[config.mk]
export PLATFORM = sky130hd
export DESIGN_NAME = regxcvr_top
export DESIGN_NICKNAME = d
export VERILOG_FILES = /design/src/rtl/xcvr_pkg.sv /design/src/rtl/xcvr_edge.sv /design/src/rtl/xcvr_store.sv /design/src/rtl/xcvr_port.sv /design/src/rtl/regxcvr_top.sv
export SDC_FILE = /design/constraint.sdc
export NUM_CORES = 1
export LEC_CHECK = 0
export BUFFER_PORTS_ARGS = -buffer_cell sky130_fd_sc_hd__buf_2
export CAP_MARGIN = 20
export CORE_MARGIN = 2
export CORE_UTILIZATION = 35
export CTS_CLUSTER_DIAMETER = 50
export DETAILED_ROUTE_END_ITERATION = 6
export HOLD_SLACK_MARGIN = 0.1
export SETUP_SLACK_MARGIN = 0.15
export SYNTH_ARGS = -nofsm -noshare
export SYNTH_HDL_FRONTEND = slang
export SYNTH_SLANG_ARGS = --single-unit
export TNS_END_PERCENT = 50
[constraint.sdc]
create_clock -name clk -period 1.4 [get_ports clk]
set_clock_uncertainty 0.2 [all_clocks]
set_input_delay 0.14 -clock clk [delete_from_list [all_inputs] [get_ports clk]]
set_output_delay 0.14 -clock clk [all_outputs]
set_load 0.02 [all_outputs]
[src/rtl/xcvr_pkg.sv]
package xcvr_pkg;
   localparam int unsigned NUM_PATHS = 2;
   localparam int unsigned PATH_AB = 0;
   localparam int unsigned PATH_BA = 1;
   typedef enum logic [1:0] {
      MODE_ISOLATE = 2'd0,
      MODE_DRIVE_A = 2'd1,
      MODE_DRIVE_B = 2'd2
   } xcvr_mode_e;
endpackage

[src/rtl/xcvr_edge.sv]
module xcvr_edge (
   input  logic clk,
   input  logic rst,
   input  logic lvl,
   output logic rise
);
   logic prev_q;
   always_ff @(posedge clk) begin
      if (rst) prev_q <= 1'b1;
      else     prev_q <= lvl;
   end
   assign rise = lvl & ~prev_q & ~rst;
endmodule

[src/rtl/xcvr_store.sv]
module xcvr_store #(
   parameter int unsigned WIDTH = 8
) (
   input  logic             clk,
   input  logic             rst,
   input  logic             load,
   input  logic [WIDTH-1:0] d,
   output logic [WIDTH-1:0] q
);
   generate
      if (WIDTH < 1) begin : g_bad_width
         initial $error("xcvr_store: WIDTH must be at least 1");
      end
   endgenerate

   always_ff @(posedge clk) begin
      if (rst)       q <= '0;
      else if (load) q <= d;
   end

   // hold without a detected rise
   assert_hold_R2: assert property (@(posedge clk) disable iff (rst)
      !load |=> $stable(q));
   // a detected rise loads the sampled word
   assert_load_R3: assert property (@(posedge clk) disable iff (rst)
      load |=> (q == $past(d)));
endmodule

[src/rtl/xcvr_port.sv]
module xcvr_port #(
   parameter int unsigned WIDTH = 8
) (
   input  logic             en,
   input  logic             sel,
   input  logic [WIDTH-1:0] live,
   input  logic [WIDTH-1:0] stored,
   output logic [WIDTH-1:0] out,
   output logic             drv
);
   logic [WIDTH-1:0] pick;
   always_comb begin
      pick = sel ? stored : live;
      out  = en ? pick : '0;
      drv  = en;
   end
endmodule

[src/rtl/regxcvr_top.sv]
module regxcvr_top
   import xcvr_pkg::*;
#(
   parameter int unsigned WIDTH = 8
) (
   input  logic             clk,
   input  logic             rst,
   input  logic             oe_n,
   input  logic             dir,
   input  logic             cap_ab,
   input  logic             cap_ba,
   input  logic             sel_ab,
   input  logic             sel_ba,
   input  logic [WIDTH-1:0] a_in,
   output logic [WIDTH-1:0] a_out,
   output logic             a_drv,
   input  logic [WIDTH-1:0] b_in,
   output logic [WIDTH-1:0] b_out,
   output logic             b_drv
);
   generate
      if (WIDTH < 1) begin : g_bad_width
         initial $error("regxcvr_top: WIDTH must be at least 1");
      end
   endgenerate

   xcvr_mode_e mode;
   always_comb begin
      if (rst || oe_n) mode = MODE_ISOLATE;
      else if (dir)    mode = MODE_DRIVE_B;
      else             mode = MODE_DRIVE_A;
   end

   // index = source port of the path: 0 = A (feeds B), 1 = B (feeds A)
   logic [NUM_PATHS-1:0][WIDTH-1:0] p_in, p_out, src, stored;
   logic [NUM_PATHS-1:0]            p_drv, strobe, sel, en, rise;

   assign p_in[PATH_AB]   = a_in;
   assign p_in[PATH_BA]   = b_in;
   assign strobe[PATH_AB] = cap_ab;
   assign strobe[PATH_BA] = cap_ba;
   assign sel[PATH_AB]    = sel_ab;
   assign sel[PATH_BA]    = sel_ba;
   assign en[PATH_AB]     = (mode == MODE_DRIVE_B);
   assign en[PATH_BA]     = (mode == MODE_DRIVE_A);

   genvar d;
   generate
      for (d = 0; d < NUM_PATHS; d++) begin : g_path
         localparam int unsigned DST = NUM_PATHS - 1 - d;
         // capture the driven word when this path's source port is driving
         assign src[d] = p_drv[d] ? p_out[d] : p_in[d];

         xcvr_edge u_edge (
            .clk(clk), .rst(rst), .lvl(strobe[d]), .rise(rise[d])
         );
         xcvr_store #(.WIDTH(WIDTH)) u_store (
            .clk(clk), .rst(rst), .load(rise[d]), .d(src[d]), .q(stored[d])
         );
         xcvr_port #(.WIDTH(WIDTH)) u_port (
            .en(en[d]), .sel(sel[d]), .live(p_in[d]), .stored(stored[d]),
            .out(p_out[DST]), .drv(p_drv[DST])
         );
      end
   endgenerate

   assign a_out = p_out[PATH_AB];
   assign a_drv = p_drv[PATH_AB];
   assign b_out = p_out[PATH_BA];
   assign b_drv = p_drv[PATH_BA];

   // one driver at most
   assert_one_driver_R9: assert property (@(posedge clk) disable iff (rst)
      !(a_drv && b_drv));
   // silent ports while in reset
   assert_reset_quiet_R1: assert property (@(posedge clk)
      rst |-> (!a_drv && !b_drv));
   // isolation when the enable is high
   assert_isolate_R5: assert property (@(posedge clk) disable iff (rst)
      oe_n |-> (!a_drv && !b_drv));
   // the direction input picks the driving port
   assert_dir_R6: assert property (@(posedge clk) disable iff (rst)
      !oe_n |-> (a_drv == !dir) && (b_drv == dir));
   // registers read zero right after reset
   assert_reset_clear_R1: assert property (@(posedge clk)
      $fell(rst) |-> (stored == '0));
endmodule

==> Yosys cells after proc, flatten, opt, wreduce, memory -nomap -nowiden <==
Index checks and enable logic that the tools add are counted.
{ "op_classes": {"eq_ne": 2, "n_reduce_logical": 1, "muxes": 8, "bitwise": 7} }
{ "op_table": {"columns": ["cell", "count"], "rows": [
  ["$mux W8", 6],
  ["$and A1 B1 Y1", 4],
  ["$mux W2", 2],
  ["$not A1 Y1", 3],
  ["$eq A2 B1 Y1 const B", 1],
  ["$eq A2 B2 Y1 const B", 1],
  ["$logic_or A1 B1 Y1", 1]
]} }
{ "totals": {"input_bits": 24, "elab_cells": 22, "regBits": 18, "output_inout_bits": 18} }

==> Logic depth before layout (Yosys ltp) <==
Gate-level depths: netlist (run 1).
{ "depth": {"depth_word": 5, "depth_mapped": 7, "mapped_depth_nobuf": 5} }

==> Hierarchy <==
From an unflattened synthesis (run 1), not the netlist that was laid out.
{ "hier_totals": {"cells_unflattened": 114, "hier_area_um2": 1221.2} }
{ "by_module_without_submodules": {"columns": ["module", "area_per_inst_um2", "cells_per_inst", "n_inst", "seq_area_each_um2"], "rows": [
  ["xcvr_store", 285.3, 26, 2, 160.2],
  ["xcvr_port", 148.9, 18, 2, 0.0],
  ["regxcvr_top", 275.3, 20, 1, 0.0],
  ["xcvr_edge", 38.8, 3, 2, 20.0]
]} }

==> Least setup slack after synthesis (run 1) <==
Ideal clock, no wire load.
{ "synth_timing": {"kind": "input-to-output", "start": "input port dir", "end": "output port a_out[0]", "path_buffers": 3, "path_stages": 5, "slack_ns": -0.122, "t_required_ns": 1.060, "arrival_time_ns": 1.182, "cell_sequence": "buf_6 > or3_4 > buf_6 > buf_8 > nor2_1"} }
{ "synth_via": {"elab_chain_cells": 4} }
{ "synth_lines": {"columns": ["element", "line", "text"], "rows": [
  ["start, declared", "regxcvr_top.sv:9", "input logic dir,"],
  ["$mux W2", "regxcvr_top.sv:30", "else if (dir) mode = MODE_DRIVE_B;"],
  ["$mux W2", "regxcvr_top.sv:29", "if (rst || oe_n) mode = MODE_ISOLATE;"],
  ["$eq A2 B1 Y1", "regxcvr_top.sv:45", "assign en[PATH_BA] = (mode == MODE_DRIVE_A);"],
  ["$mux W8", "xcvr_port.sv:14", "out = en ? pick : '0;"],
  ["end, declared", "regxcvr_top.sv:15", "output logic [WIDTH-1:0] a_out,"]
]} }
Every way passes these cells.

==> Worst setup path after layout (run 1) <==
{ "layout_timing": {"start": "register g_path[1].u_store.q[5]", "end": "output port a_out[5]"} }
{ "layout_via": {"elab_chain_cells": 2} }
{ "layout_lines": {"columns": ["element", "line", "text"], "rows": [
  ["start, declared", "xcvr_store.sv:8", "output logic [WIDTH-1:0] q"],
  ["start signal, assigned", "xcvr_store.sv:17", "if (rst) q <= '0;"],
  ["start signal, assigned", "xcvr_store.sv:18", "else if (load) q <= d;"],
  ["$mux W8", "xcvr_port.sv:13", "pick = sel ? stored : live;"],
  ["$mux W8", "xcvr_port.sv:14", null]
]} }
Every way passes these cells.

==> results.cfg, run 1 <==
[status]
status = complete, but fails checks
violations = negative setup slack

[critical_path]
cp.arrival_ns = 1.17
crit_buf_inv = 2
worstSetupPathType = reg -> out
crit_path_end_kind = primary output
regToRegStartpoint = g_path[1].u_store.q[3]
crit_path_start_kind = flip-flop
worstReg2RegEnd = g_path[0].u_store.q[3]
r2r.worst_path.cells = 6
rrSetupSlack_ns = -0.07
cp_slowest_cell = dfxtp_2
slowest_delay_ns = 0.34
worstPathMaxFanout = 2
required_ns = 1.06
worstPathCellList = mux2i_2 > buf_4 > nor2_4 > buf_6
path_delay_family = flip-flops

[synth]
synth_area_um2 = 1180
synth_top_area_cell = dfxtp_1
synth_top_area_share_pct = 30.4
synthTopCellsByArea = dfxtp_1 30%, mux2i_1 14%, o31ai_1 9.5%
synth_cell_types = 23
synth_area_per_cell_um2 = 8.70
synth.ff_latch_count = 18
synthCells = 136
ys_warn_count = 0
yosysSeqAreaShare_pct = 30.4
syn_nets = 160

[power]
pwr-share-seq_pct = 42.4
p_per_area_nw_per_um2 = 601
p_leak_nw = 0.949
ir_drop_uv = 388
p_sw_uw = 404
power.share.switching_pct = 31.2
power.share.combinational_pct = 36.4
power_frac_clock_pct = 21.2
p_int_uw = 892

[placement]
gp_congestion = 0.811
dp_hpwl_mm = 2.57
placed_cell_area_um2 = 1540
io_buffers = 41
pre_cts_slack_ns = -0.0984

[route]
finalWirelength_mm = 4.65
drc = 0
vias = 1413
drtPass1Iterations = 4
drt_iter0_markers = 119
vias_per_cell = 5.19
ant_nets = 0
wl_per_cell_um = 17.1

[timing]
tns_ns = -0.863
finalWorstSetupSlack_ns = -0.109
fmax_mhz = 663
slew_violations = 0
period_needed_ns = 1.51
worst_pin_slew_ns = 0.312
rsz0062_at_grt = yes
setup_viol = 17
max_slew_margin_pct = 79.2
hold_violations = 0
fin_crit_sh_pct = 108

[layout]
final_common_cell = buf_4
diodes = 0
finalInstanceArea_um2 = 2160
seq_area_um2 = 378
multiInputGateArea_um2 = 913
syn2layout_area_growth_pct = 82.2
layout.nets = 252
drive_gt1_share_pct = 64.2
final_cell_mix = 42 x buf_4, 25 x buf_2, 18 x nor2_1
nFillCells = 241

[worst_hold_path]
hold_path.startpoint = a_in[4]
holdPathEnd = g_path[0].u_store.q[4]
whs_path_depth = 4
hold_class = in -> reg

[floorplanning]
core_um2 = 3280
die_h_um = 62.2
start_util_pct = 36.0
rows = 21
die_width_um = 62.2
dieArea_um2 = 3860
top_level_ports = 42

[clock_tree]
root_buffer = clkbuf_4
clk_path_buf_depth = 2
cts_hold_buf = 14
cts_tree = built
cts_max_level = 1
cts.sinks = 18
path_clk_slew_ns = 0.12
clk-insertion-delay-late_ns = 0.30
cts_inserted_buffers = 3

[grt]
grt_pass1_vias = 1351
grtUsageTotal_pct = 21.6
grt_overflow = 0
grt_max_degree = 18
antenna_found_initial = 0
grt_pass1_wl_mm = 6.66

[job]
max_cap_viol_count = 0
## how the worst max path moves through the flow
| stage | slack, ns | cells after the start | start | end |
|---|---|---|---|---|
| floorplan | 0.01 | 6 | dir | g_path[0].u_store.q[2] |
| global placement | -0.04 | 4 | rst | a_out[4] |
| detailed placement | -0.1 | 4 | rst | g_path[0].u_store.q[4] |
| CTS | -0.10 | 4 | g_path[1].u_store.q[1] | a_out[1] |
| global route | -0.16 | 4 | g_path[1].u_store.q[3] | a_out[3] |
| finish | -0.11 | 4 | g_path[1].u_store.q[5] | a_out[5] |
## flip-flops by register name (all words and copies together), names as in the netlist
signal,flops
g_path.u_store.q,16
g_path.u_edge.prev_q,2
## power groups by stage
stage	Clock [mW]	Combinational [mW]	Sequential (mW)
after floorplan	0	0.187	0.551
after global placement	0	0.277	0.553
after detailed placement	0	0.285	0.554
after CTS	0.271	0.391	0.547
after global routing	0.307	0.498	0.552
final	0.275	0.472	0.550
## layout make-up
class / count / share of cell area [%]
flip-flops and latches: 18 / 17.5
clock buffers: 3 / 1.04
repair buffers: 98 / 36.0
well taps: 46 / 2.67
inverters: 2 / 0.464
multi-input cells: 105 / 42.3
## cell usage after synthesis (all sizes together)
cell type,number
or3,1
and2,8
nand2,2
or2,2
clkbuf,3
mux2i,16
nor2,26
o31ai,16
or3b,1
nand3b,8
o21ai,8
mux2,8
inv,2
nor2b,8
buf,9
dfxtp,18
## routing by layer
metal / vias up / GRT usage (%) / share of wire [%] / wire length [um]
met5: - / 0 / 0 / 0
met4: 0 / 6.94 / 2.3 / 108
met3: 8 / 2.36 / 6.0 / 281
met2: 64 / 39.8 / 52 / 2410
met1: 689 / 26.0 / 40 / 1860
li1: 652 / - / - / -
## cells by family (layout without fill, tap and decap cells)
family | count (synthesis) | after routing | synth area share [%]
AOI/OAI and AO/OA | 24 | 24 | 14.0
buffers and inverters | 14 | 103 | 8.88
DFF | 18 | 18 | 30.4
muxes | 24 | 24 | 21.1
and+or+nand+nor | 56 | 57 | 25.6
## timing repair
action / 4_1_cts / 5_1_grt
pin swaps: 22 / 9
gates cloned: 2 / 0
setup buffers: 14 / 11
gates resized for setup: 56 / 22
setup endpoints to repair: 29 / 34
hold endpoints to repair: 18 / 5
## metrics by stage
step / power, mW / util, % / std cells / hold slack (ns)
after floorplan: 0.738 / - / 136 / 0.0438
after global placement: 0.829 / 46.9 / 228 / 0.140
after detailed placement: 0.839 / 46.9 / 228 / 0.152
after CTS: 1.21 / 60.3 / 261 / 0.0354
after global routing: 1.36 / 65.7 / 272 / 0.0339
final: 1.30 / 65.7 / 272 / 0.0303
## worst min-delay path, delay by kind of cell
family / cells / cell delay (ns)
AOI/OAI and AO/OA: 2 / 0.13
muxes: 1 / 0.14
buffers and inverters: 1 / 0.09
Power figures use the tool's default switching activity.
==> run 2: changes to the inputs <==
--- a/config.mk
+++ b/config.mk
@@ -15,5 +15,6 @@
 export SETUP_SLACK_MARGIN = 0.15
 export SYNTH_ARGS = -nofsm -noshare
 export SYNTH_HDL_FRONTEND = slang
+export SYNTH_HIERARCHICAL = 1
 export SYNTH_SLANG_ARGS = --single-unit
-export TNS_END_PERCENT = 50
+export TNS_END_PERCENT = 10
==> run 2 against run 1 <==
Effect of this change: the flow still finishes with violations (negative setup slack); power is 16% lower; hold slack worse by 0.0026 ns; area after synthesis is 3.2% higher; maximum frequency is 5.5% higher; sequential share of layout area is 3.3 points higher; combinational power is 35% lower; setup slack better by 0.079 ns; sequential power is 3% lower; sequential cell count stayed put; largest cell class unchanged; critical path depth is 2 higher.
==> results.cfg, run 2 <==
[status]
status = complete, but fails checks
violations = negative setup slack

[layout]
finalInstanceArea_um2 = 1830
layout.nets = 201
top_regs = g_path.u_store/q (16), g_path.u_edge/prev_q (2)
largest_reg_flops = 16
final_common_cell = mux2i_1
diodes = 0
largest_register = g_path.u_store/q
final_cell_mix = 30 x mux2i_1, 24 x buf_2, 22 x buf_4
drive_gt1_share_pct = 62.3
syn2layout_area_growth_pct = 49.5

[critical_path]
crit_path_end_kind = flip-flop
r2r.worst_path.cells = 6
worstPathMaxFanout = 2
path_delay_family = multiplexers
crit_start = g_path[1].u_store/q[4]
crit_path_frequent_cell = mux2i_1
cp.arrival_ns = 1.42
worstPathCellList = mux2i_1 > nor2b_2 > buf_4 > mux2_4 > mux2i_1 > nor2_1
regToRegStartpoint = g_path[1].u_store/q[4]
worstReg2RegEnd = g_path[0].u_store/q[4]
crit_path_start_kind = flip-flop
rrSetupSlack_ns = -0.03
worstSetupPathType = reg -> reg
cp_slowest_cell = dfxtp_2
required_ns = 1.39
crit_buf_inv = 1
slowest_delay_ns = 0.33

[power]
power_frac_clock_pct = 23.4
p_int_uw = 804
p_per_area_nw_per_um2 = 599
total_power_mw = 1.09
power.share.combinational_pct = 27.9
pwr-share-seq_pct = 48.6
p_sw_uw = 290
p_leak_nw = 0.806
power.share.switching_pct = 26.5
ir_drop_uv = 329

[timing]
setup_viol = 3
worst_pin_slew_ns = 0.278
fin_crit_sh_pct = 102
finalWorstSetupSlack_ns = -0.0305
holdWs_ns = 0.0277
max_slew_margin_pct = 81.4
slew_violations = 0
hold_violations = 0
fmax_mhz = 699
rsz0062_at_grt = yes
period_needed_ns = 1.43

[floorplanning]
die_h_um = 63.1
dieArea_um2 = 3980
top_level_ports = 42
die_width_um = 63.1
rows = 21
start_util_pct = 36.6
core_um2 = 3340

[worst_hold_path]
hold_class = in -> reg
hold_path.startpoint = a_in[5]
holdPathEnd = g_path[0].u_store/q[5]
whs_path_depth = 4

[clock_tree]
cts_inserted_buffers = 3
clk_path_buf_depth = 2
root_buffer = clkbuf_4
cts_hold_buf = 10
cts_tree = built
cts.sinks = 18
cts_max_level = 1
clk-insertion-delay-late_ns = 0.29
path_clk_slew_ns = 0.10

[synth]
synthCells = 114
yosysSeqAreaShare_pct = 29.5
synth_top_area_share_pct = 29.5
synth_most_common_cell = mux2i_1
synth.ff_latch_count = 18
synth_area_per_cell_um2 = 10.7
synthFlopType = dfxtp_1
synth-edff-count = 0
ys_warn_count = 6
synthTopCellsByArea = dfxtp_1 30%, mux2i_1 26%, mux2_4 20%
synth_cell_types = 12
synth_area_um2 = 1220
synthArstFlopShare_pct = 0
synth_top_area_cell = dfxtp_1
synth_common_cells = 32 x mux2i_1, 18 x dfxtp_1, 16 x mux2_4, 16 x nor2_1, 16 x nor2b_1
syn_nets = 138

[route]
vias_per_cell = 4.75
drtPass1Iterations = 5
drt_iter0_markers = 22
ant_nets = 0
finalWirelength_mm = 3.16
drc = 0
vias = 1050
wl_per_cell_um = 14.3

[placement]
placed_cell_area_um2 = 1490
io_buffers = 41
dp_hpwl_mm = 2.19
gp_congestion = 0.741

[grt]
antenna_found_initial = 0
grt_max_degree = 16
grt_overflow = 0
grt_pass1_vias = 1155
grt_pass1_wl_mm = 5.01
grtUsageTotal_pct = 16.0

[job]
max_cap_viol_count = 0
[run 2: cell types whose count changed after synthesis, sizes merged, moves of 2 or more]
cell,before,now
and2,8,0
clkbuf,3,0
inv,2,0
mux2,8,16
mux2i,16,32
nand2,2,0
nand3b,8,0
nor2,26,16
nor2b,8,16
nor3b,0,3
o21ai,8,0
o31ai,16,0
[run 2: final cells by class]
cell class,instances,area (um2)
flip-flops and latches,18,379
clock buffers,3,22.5
repair buffers,68,538
multi-input cells,86,828
fillers,324,1510
well taps,46,57.6
[run 2: tightest hold or removal path, delay by kind of cell]
family	cells	cell delay (ns)
buffers and inverters	1	0.09
and+or+nand+nor	1	0.07
muxes	2	0.19
[run 2: what timing repair did]
| item | CTS | global route |
|---|---|---|
| gates resized for setup | 46 | 9 |
| pin swaps | 16 | 12 |
| buffers inserted | 5 | 5 |
| endpoints found under the setup margin | 32 | 33 |
| hold endpoints to repair | 18 | 12 |
[run 2: how the worst max path moves through the flow]
stage,to,slack (ns),cells past startpoint
finish,g_path[0].u_store/q[4],-0.03,6
global route,g_path[0].u_store/q[4],-0.09,6
CTS,g_path[0].u_store/q[4],-0.04,6
detailed placement,g_path[1].u_store/q[7],-0.14,6
global placement,g_path[1].u_store/q[7],-0.1,6
floorplan,g_path[1].u_store/q[0],-0.09,6
[run 2: stage by stage]
stage	setup slack (ns)	std cells	utilization [%]	setup TNS (ns)
floorplan	-0.0854	114	-	-1.28
global placement	-0.0959	198	44.8	-1.53
detailed placement	-0.139	198	44.8	-2.35
CTS	-0.0448	216	52.8	-0.168
global route	-0.0943	221	54.7	-0.862
finish	-0.0305	221	54.7	-0.0511
[run 2: logic make-up (layout without fill, tap and decap cells)]
kind of cell	after synthesis	count (layout)	synth area share [%]
mux	48	48	45.9
buf+inv	10	71	7.38
flops	18	18	29.5
simple gates	38	38	17.2
[run 2: power by group through the flow]
stage	logic (mW)	clock network (mW)	registers, mW
finish	0.305	0.256	0.532
global route	0.325	0.304	0.533
CTS	0.291	0.276	0.532
detailed placement	0.246	0	0.542
global placement	0.242	0	0.542
floorplan	0.172	0	0.541
[run 2: per-layer routing]
layer,global-route usage (%),wire length (um),vias up
li1,-,-,515
met1,16.8,1330,500
met2,31.9,1650,33
met3,2.50,160,2
met4,5.00,16,0
met5,0,0,-
==> run 3: changes to the inputs <==
==> constraint.sdc (replaced) <==
create_clock -name clk -period 1.57 [get_ports clk]
set_clock_uncertainty 0.2 [all_clocks]
set_input_delay 0.157 -clock clk [delete_from_list [all_inputs] [get_ports clk]]
set_output_delay 0.157 -clock clk [all_outputs]
set_load 0.02 [all_outputs]
==> run 3 against run 2 <==
Effect of this change: the flow now finishes without violations; final cell count rose by 2.3%; setup slack better by 0.15 ns; critical path depth shrank 1; largest cell class unchanged; via count up 1.0%; combinational power is 11% lower; sequential share of layout area down 0.56 points; power down 11%; utilization shrank 0.52 points; hold slack better by 0.072 ns; global-route usage is 0.41 points lower; final area is 0.96% lower; clock power down 10%.
==> results.cfg, run 3 (synthesis gave the netlist of run 2 again) <==
[layout]
diodes = 0
drive_gt1_share_pct = 51.7
final_cell_mix = 32 x mux2i_1, 32 x buf_2, 20 x buf_4
largest_reg_flops = 16
utilization_pct = 54.2
syn2layout_area_growth_pct = 48.1
layout.nets = 206
top_regs = g_path.u_store/q (16), g_path.u_edge/prev_q (2)
largest_register = g_path.u_store/q

[power]
total_power_uw = 974
p_per_area_nw_per_um2 = 539
ir_drop_uv = 267
p_leak_nw = 0.817

[clock_tree]
cts_inserted_buffers = 3
path_clk_slew_ns = 0.10
cts_tree = built
clk-insertion-delay-late_ns = 0.28
root_buffer = clkbuf_4
cts.sinks = 18
cts_hold_buf = 18
cts_max_level = 1
clk_path_buf_depth = 2

[route]
met1_length_mm = 1.33
vias = 1061
wl_per_cell_um = 13.5
wl_met3_um = 185
met2_length_mm = 1.52
finalWirelength_mm = 3.06
drtPass1Iterations = 2
ant_nets = 0
vias_per_cell = 4.69
drc = 0
drt_iter0_markers = 14
top_layer = met4

[timing]
slew_violations = 0
rsz0062_at_grt = yes
finalWorstSetupSlack_ns = 0.120
fmax_mhz = 690
max_slew_margin_pct = 83.4
holdWs_ns = 0.0998
hold_violations = 0
tns_ns = 0
fin_crit_sh_pct = 92.3
period_needed_ns = 1.45
worst_pin_slew_ns = 0.243
setup_viol = 0

[job]
max_cap_viol_count = 0

[grt]
grt_pass1_wl_mm = 4.97
grt_max_degree = 16
grt_overflow = 0
grtUsageTotal_pct = 15.6
antenna_found_initial = 0
grt_pass1_vias = 1154

[placement]
io_buffers = 41
gp_congestion = 0.741
dp_hpwl_mm = 2.19
pre_cts_slack_ns = 0.0140

[floorplanning]
core_um2 = 3340
die_h_um = 63.1
start_util_pct = 36.6
rows = 21
dieArea_um2 = 3980
die_width_um = 63.1
top_level_ports = 42

[worst_hold_path]
whs_path_depth = 3
hold_class = in -> reg

[critical_path]
crit_path_start_kind = input pin
r2r.worst_path.cells = 6
worstPathMaxFanout = 15
cp.arrival_ns = 1.09
worstSetupPathType = in -> out
required_ns = 1.21
crit_path_end_kind = primary output

[status]
status = finished, final reports clean
==> run 3: critical path, stage by stage <==
cell     delay (ns)
buf_2          0.14
nor3_4         0.22
buf_12         0.17
nor2b_1        0.21
buf_4          0.18
==> run 3: area by class of cell <==
class,instances,area (um2)
Fill cell,331,1530
Multi-Input combinational cell,86,821
Timing Repair Buffer,73,542
Sequential cell,18,365
Tap cell,46,57.6
Clock buffer,3,22.5
==> run 3: worst paths after layout <==
path / slack, ns / to / from
max: 0.12 / a_out[5] / rst
max reg2reg: 0.14 / g_path[0].u_store/q[4] / g_path[1].u_store/q[4]
min: 0.1 / g_path[0].u_store/q[4] / rst
min reg2reg: 0.30 / g_path[1].u_store/q[4] / g_path[1].u_store/q[4]
==> run 3: layer usage <==
layer | vias up | GRT usage (%)
met1 | 502 | 17.3
met2 | 33 | 29.4
li1 | 524 | -
met3 | 2 | 3.04
met5 | - | 0
met4 | 0 | 5.00
==> run 3: power breakdown <==
group          switching, mW  internal (mW)
registers            0.00531          0.468
clock network          0.141         0.0890
logic                  0.111          0.161
==> run 3: what timing repair did <==
action                                 in CTS  in global routing
buffers inserted                            6                  1
setup endpoints to repair                  16                 24
gates resized for setup                    14                 11
pin swaps                                   0                  1
endpoints found under the hold margin      18                  5
==> run 3: per-stage QoR <==
step / instances / cell area, um2
6_report: 226 / 1810
5_1_grt: 226 / 1810
4_1_cts: 225 / 1770
3_5_place_dp: 198 / 1490
3_3_place_gp: 198 / 1490
2_1_floorplan: 114 / 1250
